[src/rtl/pkt_deframer_pkg.sv]
package pkt_deframer_pkg;

   typedef enum logic [1:0] {
      ST_HUNT,
      ST_LEN,
      ST_BODY,
      ST_CHECK
   } dfr_state_e;

   localparam int unsigned BYTE_W = 8;

endpackage

[src/rtl/deframer_preamble.sv]
module deframer_preamble #(
   parameter int unsigned RUN_BITS = 16
) (
   input  logic clk,
   input  logic rst_n,
   input  logic en,
   input  logic stb,
   input  logic bit_in,
   output logic found
);
   localparam int unsigned CW = $clog2(RUN_BITS + 1);
   localparam logic [CW-1:0] RUN_MAX = CW'(RUN_BITS);

   if (RUN_BITS < 2) begin : g_chk_run
      $error("RUN_BITS must be at least 2");
   end

   logic [CW-1:0] run;
   logic          last;

   always_ff @(posedge clk) begin
      if (!rst_n) begin
         run   <= '0;
         last  <= 1'b0;
         found <= 1'b0;
      end else begin
         found <= 1'b0;
         if (!en) begin
            run <= '0;
         end else if (stb) begin
            last <= bit_in;
            if (run == '0 || bit_in != last) begin
               if (run != RUN_MAX) begin
                  run <= run + 1'b1;
                  if (run == RUN_MAX - 1'b1) found <= 1'b1;
               end
            end else begin
               run <= CW'(1);
            end
         end
      end
   end

   // a single pulse per run
   a_r1_single_pulse: assert property (@(posedge clk) disable iff (!rst_n)
      found |=> !found);
   // a pulse only follows a strobed bit while enabled
   a_r1_needs_strobe: assert property (@(posedge clk) disable iff (!rst_n)
      found |-> $past(en && stb));

endmodule

[src/rtl/deframer_crc.sv]
module deframer_crc #(
   parameter int unsigned    W    = 16,
   parameter logic [W-1:0]   POLY = 16'h1021,
   parameter logic [W-1:0]   INIT = 16'hFFFF
) (
   input  logic         clk,
   input  logic         rst_n,
   input  logic         init,
   input  logic         shift,
   input  logic         bit_in,
   output logic [W-1:0] crc
);
   if (W < 2) begin : g_chk_w
      $error("CRC width must be at least 2");
   end

   logic [W-1:0] next;
   always_comb begin
      next = {crc[W-2:0], 1'b0};
      if (crc[W-1] ^ bit_in) next = next ^ POLY;
   end

   always_ff @(posedge clk) begin
      if (!rst_n)     crc <= INIT;
      else if (init)  crc <= INIT;
      else if (shift) crc <= next;
   end

   // register holds its value between strobes
   a_r5_crc_hold: assert property (@(posedge clk) disable iff (!rst_n)
      (!init && !shift) |=> $stable(crc));

endmodule

[src/rtl/deframer_fifo.sv]
module deframer_fifo #(
   parameter int unsigned DEPTH = 64,
   parameter int unsigned W     = 8
) (
   input  logic         clk,
   input  logic         rst_n,
   input  logic         wr,
   input  logic [W-1:0] wdata,
   input  logic         commit,
   input  logic         rollback,
   input  logic         rd,
   output logic [W-1:0] rdata,
   output logic         empty,
   output logic         full
);
   localparam int unsigned AW = $clog2(DEPTH);
   localparam int unsigned PW = AW + 1;
   localparam logic [PW-1:0] DEPTH_P = PW'(DEPTH);

   if (DEPTH < 2 || (1 << AW) != DEPTH) begin : g_chk_depth
      $error("DEPTH must be a power of two, at least 2");
   end

   logic [W-1:0]  mem [DEPTH];
   logic [PW-1:0] wr_ptr, cmt_ptr, rd_ptr;
   logic [PW-1:0] used;

   assign used  = wr_ptr - rd_ptr;
   assign full  = (used == DEPTH_P);
   assign empty = (cmt_ptr == rd_ptr);
   assign rdata = mem[rd_ptr[AW-1:0]];

   always_ff @(posedge clk) begin
      if (wr && !full) mem[wr_ptr[AW-1:0]] <= wdata;
   end

   always_ff @(posedge clk) begin
      if (!rst_n) begin
         wr_ptr  <= '0;
         cmt_ptr <= '0;
         rd_ptr  <= '0;
      end else begin
         if (rollback)         wr_ptr  <= cmt_ptr;
         else if (wr && !full) wr_ptr  <= wr_ptr + 1'b1;
         if (commit)           cmt_ptr <= wr_ptr;
         if (rd && !empty)     rd_ptr  <= rd_ptr + 1'b1;
      end
   end

   // occupancy never exceeds the depth
   a_r7_no_overflow: assert property (@(posedge clk) disable iff (!rst_n)
      used <= DEPTH_P);
   // committed region lies inside the written region
   a_r7_commit_inside: assert property (@(posedge clk) disable iff (!rst_n)
      (cmt_ptr - rd_ptr) <= used);
   // a rollback rewinds the write pointer to the commit point
   a_r6_rollback: assert property (@(posedge clk) disable iff (!rst_n)
      rollback |=> (wr_ptr == $past(cmt_ptr)));

endmodule

[src/rtl/pkt_deframer.sv]
module pkt_deframer
   import pkt_deframer_pkg::*;
#(
   parameter int unsigned SYNC_W           = 16,
   parameter int unsigned PRE_BITS         = 16,
   parameter int unsigned MAX_LEN          = 64,
   parameter int unsigned FIFO_DEPTH       = 64,
   parameter bit          REQUIRE_PREAMBLE = 1'b1,
   parameter logic [15:0] CRC_POLY         = 16'h1021,
   parameter logic [15:0] CRC_INIT         = 16'hFFFF
) (
   input  logic              clk,
   input  logic              rst_n,
   input  logic              bit_in,
   input  logic              bit_stb,
   input  logic [SYNC_W-1:0] sync_word,
   input  logic              rd_en,
   output logic [7:0]        rd_data,
   output logic              fifo_empty,
   output logic [7:0]        rx_len,
   output logic              ev_preamble,
   output logic              ev_sync,
   output logic              ev_pkt_ok,
   output logic              ev_crc_err,
   output logic              ev_overflow
);
   localparam int unsigned CRC_W = 16;
   localparam int unsigned CCW   = $clog2(CRC_W);
   localparam logic [7:0]  LEN_MAX = 8'(MAX_LEN);

   if (SYNC_W < 2) begin : g_chk_sync
      $error("SYNC_W must be at least 2");
   end
   if (MAX_LEN < 1 || MAX_LEN > 255) begin : g_chk_len
      $error("MAX_LEN must lie in 1..255");
   end

   dfr_state_e         state;
   logic               pre_seen, sync_gate, sync_hit;
   logic [SYNC_W-2:0]  sync_sh;
   logic [2:0]         bcnt;
   logic [BYTE_W-2:0]  byte_sh;
   logic [7:0]         new_byte, remain;
   logic [CCW-1:0]     ccnt;
   logic [CRC_W-2:0]   crc_rx;
   logic [CRC_W-1:0]   crc_calc;
   logic               byte_done, fifo_wr, fifo_full, ovf_now;
   logic               chk_last, chk_match, commit, rollback;

   // Variant: sync may or may not require a prior alternating run
   if (REQUIRE_PREAMBLE) begin : g_gate_pre
      assign sync_gate = pre_seen;
   end else begin : g_gate_free
      assign sync_gate = 1'b1;
   end

   assign sync_hit  = ({sync_sh, bit_in} == sync_word);
   assign byte_done = bit_stb && (bcnt == 3'd7);
   assign new_byte  = {byte_sh, bit_in};
   assign fifo_wr   = byte_done && (state == ST_BODY);
   assign ovf_now   = fifo_wr && fifo_full;
   assign chk_last  = bit_stb && (state == ST_CHECK) && (ccnt == CCW'(CRC_W - 1));
   assign chk_match = ({crc_rx, bit_in} == crc_calc);
   assign commit    = chk_last && chk_match;
   assign rollback  = (chk_last && !chk_match) || ovf_now;

   deframer_preamble #(.RUN_BITS(PRE_BITS)) i_pre (
      .clk    (clk),
      .rst_n  (rst_n),
      .en     (state == ST_HUNT),
      .stb    (bit_stb),
      .bit_in (bit_in),
      .found  (ev_preamble)
   );

   deframer_crc #(.W(CRC_W), .POLY(CRC_POLY), .INIT(CRC_INIT)) i_crc (
      .clk    (clk),
      .rst_n  (rst_n),
      .init   (state == ST_HUNT),
      .shift  (bit_stb && (state == ST_LEN || state == ST_BODY)),
      .bit_in (bit_in),
      .crc    (crc_calc)
   );

   deframer_fifo #(.DEPTH(FIFO_DEPTH), .W(BYTE_W)) i_fifo (
      .clk      (clk),
      .rst_n    (rst_n),
      .wr       (fifo_wr),
      .wdata    (new_byte),
      .commit   (commit),
      .rollback (rollback),
      .rd       (rd_en),
      .rdata    (rd_data),
      .empty    (fifo_empty),
      .full     (fifo_full)
   );

   always_ff @(posedge clk) begin
      if (!rst_n) begin
         state       <= ST_HUNT;
         pre_seen    <= 1'b0;
         sync_sh     <= '0;
         bcnt        <= '0;
         byte_sh     <= '0;
         remain      <= '0;
         ccnt        <= '0;
         crc_rx      <= '0;
         rx_len      <= '0;
         ev_sync     <= 1'b0;
         ev_pkt_ok   <= 1'b0;
         ev_crc_err  <= 1'b0;
         ev_overflow <= 1'b0;
      end else begin
         ev_sync     <= 1'b0;
         ev_pkt_ok   <= 1'b0;
         ev_crc_err  <= 1'b0;
         ev_overflow <= 1'b0;
         if (bit_stb) begin
            sync_sh <= {sync_sh[SYNC_W-3:0], bit_in};
            byte_sh <= new_byte[BYTE_W-2:0];
            if (state == ST_LEN || state == ST_BODY) bcnt <= bcnt + 1'b1;
         end
         unique case (state)
            ST_HUNT: begin
               if (ev_preamble) pre_seen <= 1'b1;
               if (bit_stb && sync_hit && sync_gate) begin
                  state    <= ST_LEN;
                  bcnt     <= '0;
                  pre_seen <= 1'b0;
                  ev_sync  <= 1'b1;
               end
            end
            ST_LEN: begin
               if (byte_done) begin
                  if (new_byte == 8'd0 || new_byte > LEN_MAX) begin
                     state <= ST_HUNT;
                  end else begin
                     rx_len <= new_byte;
                     remain <= new_byte;
                     state  <= ST_BODY;
                  end
               end
            end
            ST_BODY: begin
               if (byte_done) begin
                  if (fifo_full) begin
                     ev_overflow <= 1'b1;
                     state       <= ST_HUNT;
                  end else if (remain == 8'd1) begin
                     state <= ST_CHECK;
                     ccnt  <= '0;
                  end else begin
                     remain <= remain - 1'b1;
                  end
               end
            end
            ST_CHECK: begin
               if (bit_stb) begin
                  crc_rx <= {crc_rx[CRC_W-3:0], bit_in};
                  ccnt   <= ccnt + 1'b1;
                  if (chk_last) begin
                     state <= ST_HUNT;
                     if (chk_match) ev_pkt_ok  <= 1'b1;
                     else           ev_crc_err <= 1'b1;
                  end
               end
            end
            default: state <= ST_HUNT;
         endcase
      end
   end

   // at most one outcome per cycle
   a_r9_one_outcome: assert property (@(posedge clk) disable iff (!rst_n)
      $onehot0({ev_pkt_ok, ev_crc_err, ev_overflow}));
   // sync event is a single-cycle pulse
   a_r2_sync_pulse: assert property (@(posedge clk) disable iff (!rst_n)
      ev_sync |=> !ev_sync);
   // capture opens only together with a sync event
   a_r2_capture_after_sync: assert property (@(posedge clk) disable iff (!rst_n)
      (state == ST_LEN && $past(state) == ST_HUNT) |-> ev_sync);
   // no progress without a strobe
   a_r10_hold: assert property (@(posedge clk) disable iff (!rst_n)
      !bit_stb |=> $stable(state));
   // payload capture runs only with a legal length
   a_r4_len_range: assert property (@(posedge clk) disable iff (!rst_n)
      (state == ST_BODY) |-> (rx_len != 8'd0 && rx_len <= LEN_MAX));

endmodule

[config.mk]
export PLATFORM = sky130hd
export DESIGN_NAME = pkt_deframer
export DESIGN_NICKNAME = d
export VERILOG_FILES = /design/src/rtl/pkt_deframer_pkg.sv /design/src/rtl/deframer_preamble.sv /design/src/rtl/deframer_crc.sv /design/src/rtl/deframer_fifo.sv /design/src/rtl/pkt_deframer.sv
export SDC_FILE = /design/constraint.sdc
export NUM_CORES = 1
export LEC_CHECK = 0
export ABC_AREA = 1
export BUFFER_PORTS_ARGS = -buffer_cell sky130_fd_sc_hd__buf_2
export CAP_MARGIN = 10
export CORE_MARGIN = 2
export CORE_UTILIZATION = 50
export CTS_CLUSTER_SIZE = 8
export DETAILED_ROUTE_END_ITERATION = 16
export GPL_TIMING_DRIVEN = 0
export PLACE_DENSITY = 0.66
export REMOVE_ABC_BUFFERS = 1
export SYNTH_ARGS = -nofsm -noshare
export SYNTH_HDL_FRONTEND = slang
export SYNTH_SLANG_ARGS = --single-unit
export TNS_END_PERCENT = 20
[constraint.sdc]
create_clock -name clk -period 3.5 [get_ports clk]
set_input_delay 0.525 -clock clk [delete_from_list [all_inputs] [get_ports clk]]
set_output_delay 0.525 -clock clk [all_outputs]
set_load 0.02 [all_outputs]
# Word-level counts from Yosys, hierarchy flattened
# Memories as Yosys holds them, arrays and structs flattened. A register that Yosys moved wholly into a read port is not among the register bits.
# Cells that the tools add are included.
dict set report classes {
  n_eq_ne 24
  n_reduce_logical 39
  n_bitwise 4
  muxes 40
  magnitude_cmp 1
  add_sub_neg 7
}
# cell count
set op_table {}
lappend op_table {{2-to-1 mux 8 bit} 5}
lappend op_table {{== test 16 bit} 2}
lappend op_table {{!= test 2 bit, second input constant} 9}
lappend op_table {{2-to-1 mux 2 bit} 8}
lappend op_table {{2-to-1 mux 4 bit} 4}
lappend op_table {{case mux 8 bit (2 select lines)} 1}
lappend op_table {{adder 7 x 1 -> 7 bit, second input constant} 2}
lappend op_table {{2-to-1 mux 7 bit} 2}
lappend op_table {{2-to-1 mux 13 bit} 1}
lappend op_table {{logical AND 1 bit} 12}
lappend op_table {{2-to-1 mux 3 bit} 4}
lappend op_table {{2-to-1 mux 6 bit} 2}
lappend op_table {{AND reduction 6 bit} 2}
lappend op_table {{2-to-1 mux 5 bit} 2}
lappend op_table {{AND reduction 2 bit} 5}
lappend op_table {{AND reduction 5 bit} 2}
lappend op_table {{2-to-1 mux 1 bit} 9}
lappend op_table {{== test 8 x 1 -> 1 bit, second input constant} 1}
lappend op_table {{> comparator 8 x 7 -> 1 bit, second input constant} 1}
lappend op_table {{zero test 8 bit} 1}
lappend op_table {{case mux 2 bit (4 select lines)} 1}
lappend op_table {{case mux 4 bit (2 select lines)} 1}
lappend op_table {{nonzero test 2 bit} 4}
lappend op_table {{subtractor 8 x 1 -> 8 bit, second input constant} 1}
lappend op_table {{other kinds (25)} 33}
dict set report word_totals {
  ram_bits 512
  in_bits 21
  out_inout_bits 22
  memories 1
  ff_bits 111
}
# memory words word_bits rd rd_clocked_by_memory_dff write_ports line
set memory_table {}
lappend memory_table {i_fifo.mem 64 8 1 1 1 deframer_fifo.sv:24} ;# logic [W-1:0] mem [DEPTH];

# Logic depth before layout (Yosys ltp)
dict set report logic_depth {
  word_depth 6
  ltp_mapped 16
  depth_no_buf 16
}

# By module
# From an unflattened synthesis, not the netlist that was laid out.
dict set report hier_totals {
  hier_cells 2613
  area_unflattened_um2 26855.8
}
# module cells_per_inst n_inst area_each_um2 seq_area_each_um2
set by_module_without_submodules {}
lappend by_module_without_submodules {deframer_fifo 1985 1 22451.5 15915.3}
lappend by_module_without_submodules {pkt_deframer 462 1 3214.3 1201.2}
lappend by_module_without_submodules {deframer_crc 94 1 743.2 320.3}
lappend by_module_without_submodules {deframer_preamble 72 1 446.7 140.1}

# Worst setup path after synthesis
# OpenSTA, ideal clock, no wires.
dict set report synth_timing {
  path_kind {register to register}
  startpoint {register i_fifo.rd_ptr[3]}
  endpoint {memory i_fifo.mem[49][0], enable pin}
  period_less_slack_ps 2407
  n_path_buf 0
  stages_incl_launch_ff 12
  t_arrival_ps 2036
  path_slack_ps 1093
  cell_sequence {dfxtp_1 -> inv_1 -> ha_1 -> nor2_1 -> nand2_1 -> a21oi_1 -> nor2_2 -> nand2_1 -> nand3_2 -> inv_2 -> nand2_1 -> nor2_1}
}
dict set report synth_between {
  elab_chain_cells 6
}
# item line
set synth_lines {}
lappend synth_lines {{from (decl)} deframer_fifo.sv:25} ;# logic [PW-1:0] wr_ptr, cmt_ptr, rd_ptr;
lappend synth_lines {{from (signal assigned)} deframer_fifo.sv:46} ;# if (rd && !empty) rd_ptr <= rd_ptr + 1'b1;
lappend synth_lines {{subtractor 7 bit} deframer_fifo.sv:28} ;# assign used = wr_ptr - rd_ptr;
lappend synth_lines {{== test 7 bit} deframer_fifo.sv:29} ;# assign full = (used == DEPTH_P);
lappend synth_lines {{zero test 1 bit} deframer_fifo.sv:34} ;# if (wr && !full) mem[wr_ptr[AW-1:0]] <= wdata;
lappend synth_lines {{logical AND 1 bit} deframer_fifo.sv:34}
lappend synth_lines {{2-to-1 mux 1 bit} deframer_fifo.sv:34}
lappend synth_lines {{2-to-1 mux 1 bit (not written as such)} deframer_fifo.sv:34}
lappend synth_lines {{to (decl)} deframer_fifo.sv:24}
# Every way passes these cells.

# Worst setup path in the final report
dict set report layout_timing {
  startpoint {register i_fifo.wr_ptr[3]}
  endpoint {memory i_fifo.mem[53][6], enable pin}
}
dict set report layout_between {
  elab_chain_cells 6
}
# item line
set layout_lines {}
lappend layout_lines {{from (decl)} deframer_fifo.sv:25}
lappend layout_lines {{from (signal assigned)} deframer_fifo.sv:43} ;# if (rollback) wr_ptr <= cmt_ptr;
lappend layout_lines {{from (signal assigned)} deframer_fifo.sv:44} ;# else if (wr && !full) wr_ptr <= wr_ptr + 1'b1;
lappend layout_lines {{subtractor 7 bit} deframer_fifo.sv:28}
lappend layout_lines {{== test 7 bit} deframer_fifo.sv:29}
lappend layout_lines {{zero test 1 bit} deframer_fifo.sv:34}
lappend layout_lines {{logical AND 1 bit} deframer_fifo.sv:34}
lappend layout_lines {{2-to-1 mux 1 bit} deframer_fifo.sv:34}
lappend layout_lines {{2-to-1 mux 1 bit (not written as such)} deframer_fifo.sv:34}
# Several ways; a longest one is shown, not always the timed one.

==> flow_summary.yaml <==
finish:
  instances_no_fill: 3161
  fillCellCount: 4263
  layout.area.seq_sq_um: 17600
  syn_to_final_growth_pct: 13.9
  diodes: 0
  layout-drive-gt1-share_pct: 10.1
  nets: 2476
  post-route-util_pct: 57.3
  multi_input_area_sq_um: 7400
synthesis:
  syn_area_sq_um: 26300
  synth_most_common_cell: "edfxtp_1"
  yosys.area.top_type: "edfxtp_1"
  ys_warn_count: 0
  synth_top_area_share_pct: 58.4
  synth-edff-count: 512
  syn_inst: 2401
  ys_async_sr_fraction_pct: 0
  synthFlopType: "edfxtp_1"
  yosys-top-cells-count: "edfxtp_1, nor2_1, nand2_1, o21ai_0, inv_1"
  synth.avg_cell_area_sq_um: 11.0
  yosysUniqueCellTypes: 44
  ys_seq_area_share_pct: 66.8
  yosys-top-cells-area: "edfxtp_1, dfxtp_1, nor2_1, o21ai_0, nand2_1"
  synth-seq-cells: 622
worst_setup_path:
  crit_top_cell: "nand2_1"
  rr_endpoint: "i_fifo.mem[53][6]"
  worst-path-max-fanout: 9
  cp-start-kind: "flop"
  critPathMaxStageDelay_ns: 0.86
  crit_type: "reg2reg"
  worst_path_max_delay_cell: "nor2_1"
  critPathRequiredTime_ns: 3.75
  crit_family: "simple AND/OR/NAND/NOR gates"
  path_cells: "ha_1 -> nor2_1 -> nand2_1 -> a21oi_1 -> nor2_2 -> nand2_1 -> nand3_2 -> inv_2 -> nand2_1 -> nor2_1"
  worstSetupEndpointType: "flop"
  cp.arrival_ns: 3.75
  r2r_cells: 10
  r2r_setup_slack_ns: -0.0004
  critPathBufInv: 1
  reg2reg_from: "i_fifo.wr_ptr[3]"
place:
  io_buffers: 42
  gp_congestion: 0.850
  dp.cells: 3009
  dp_slack_ns: -0.157
  hpwl_mm: 37.3
timing:
  min_period_ns: 3.50
  rsz0062_at_grt: "true"
  relSlewSlack_pct: 21.0
  fin_crit_sh_pct: 100
  worst_slack_ns: -0.000383
  finalSetupViolCount: 1
  worst_slew_pin_slew_ns: 1.19
  finalMaxSlewViolations: 0
  fin_skew_ns: 0.0262
  clock.fmax_mhz: 286
  hold_viol_final: 0
  whs_ns: 0.375
min_path:
  hp-class: "in2reg"
  holdPathEnd: "sync_sh[2]"
  holdPathStages: 2
  holdCritStartpoint: "bit_stb"
grt:
  grt_max_degree: 88
  antenna_found_initial: 0
  grt_pass1_wl_mm: 103
  grt_pass1_vias: 17700
  grt-ovfl-total: 0
  grt_use_total_pct: 25.0
detailed_routing:
  viasPerCell: 5.84
  dr_wl_met3_mm: 5.26
  drc: 0
  top_layer_used: "met4"
  met2_wirelength_mm: 33.4
  routed_wirelength_mm: 68.9
  first_iter_violations: 2024
  drt-met1-wl_mm: 27.9
  vias: 18400
  wl_per_cell_um: 21.8
  antenna_left: 0
  firstDrtPassIters: 8
pwr:
  p_seq_share_pct: 48.5
  power_leakage_nw: 10.6
  netSwitchingPower_w: 0.00371
  pwr_density_cell_nw_per_um2: 558
  ir_drop_mv: 0.368
  finalPower_w: 0.0167
  switching_share_pct: 22.2
  p_int_w: 0.0130
  power_frac_clock_pct: 45.9
  p_comb_share_pct: 5.6
clock_tree:
  cts_tree: "done"
  clock_latency_ns: 0.63
  cts-buffers-inserted: 87
  clockBufferDepth: 3
  clock_sinks: 622
  htreeDepth: 3
  clk_pin_slew_ns: 0.05
  root_buffer: "clkbuf_16"
floorplan:
  fp.dieW_um: 233
  die_area_sq_um: 54500
  initial_core_util_pct: 50.3
  coreArea_sq_um: 52300
  fp.dieH_um: 233
  rows: 84
  io_pins: 43
run_status:
  violations: "setup timing"
  status: "finished, violations left"
flow_run:
  timing.max_cap.violations: 0
-- per-layer routing --
metal,GRT usage [%],up-vias
met5,0,-
li1,-,8534
met2,40.9,794
met3,4.81,151
met1,33.1,8967
met4,9.75,0
-- cell usage in the layout, fill, tap and decap left out, drive strengths merged, types with 3 or more instances in the layout --
cell / Yosys / routed
edfxtp: 512 / 512
a31o: 16 / 16
nor3b: 3 / 3
a21oi: 56 / 56
a211oi: 18 / 18
ha: 20 / 20
o211ai: 48 / 48
nor2: 419 / 419
o221ai: 16 / 16
nand4: 9 / 9
dfxtp: 110 / 110
nor3: 15 / 15
clkinv: 1 / 5
o2111ai: 3 / 3
o22ai: 97 / 97
clkbuf: 62 / 128
buf: 75 / 74
nand3: 109 / 109
inv: 167 / 167
o21ai: 311 / 311
xor2: 17 / 17
nand2: 286 / 286
nor4: 3 / 3
xnor2: 21 / 21
-- cells by family (layout without fill, tap and decap cells) --
kind of cell    after synthesis  in the layout  share of synthesized area, %
flops                       622            622                          66.8
simple gates                849            849                          13.1
fa+ha+maj                    20             20                         0.951
xor+xnor                     38             38                          1.26
compound gates              567            567                          12.4
buf+inv                     305            377                          5.50
-- registers in the layout, indices dropped and copies added (netlist names), 2 cells and up, named ones only --
register	flops
crc_rx	15
remain	8
i_crc.crc	16
state	2
i_fifo.wr_ptr	7
i_fifo.rd_ptr	7
i_fifo.cmt_ptr	7
rx_len	8
i_fifo.mem	512
i_pre.run	5
sync_sh	15
ccnt	4
bcnt	3
-- worst max-delay path by stage --
stage                     start  cells after the start                 to  slack, ns
4_1_cts                    flop                     12         rd_data[3]     -0.004
6_report       i_fifo.wr_ptr[3]                     10  i_fifo.mem[53][6]    -0.0004
3_5_place_dp              rst_n                      6       i_crc.crc[0]      -0.16
2_1_floorplan              flop                      9         rd_data[0]      -4.27
3_3_place_gp               flop                     10         rd_data[0]     -10.14
5_1_grt        i_fifo.wr_ptr[3]                     10  i_fifo.mem[53][6]      -0.19
-- power by group through the flow --
stage	clock network (W)	registers (W)	logic, W
final	0.00769	0.00811	0.000933
after global routing	0.00807	0.00811	0.00101
after floorplan	0	0.00831	0.000434
after detailed placement	0	0.00828	0.000781
after global placement	0	0.00842	0.000640
after CTS	0.00776	0.00811	0.000887
-- metrics by stage --
stage	instance area [sq um]	TNS [ns]
2_1_floorplan	25500	-34.11
3_3_place_gp	26600	-82.38
3_5_place_dp	26900	-0.639
4_1_cts	29700	-0.00444
5_1_grt	30000	-13.88
6_report	30000	-0.000383
-- layout make-up --
type,instances,area share [%]
Timing Repair Buffer,80,3.17
Tap cell,688,2.87
Clock buffer,123,7.96
Multi-Input combinational cell,1474,24.7
Clock inverter,4,0.284
Inverter,168,2.25
Sequential cell,622,58.7
Timing Repair inverter,2,0.0626
-- repair_timing --
item	in CTS	in global routing
hold buffers	0	0
pin swaps	1	0
gates cloned	4	5
setup buffers	14	1
setup endpoints to repair	13	383
gates resized for setup	12	42
Note: power is estimated with default switching activity, not from simulation.
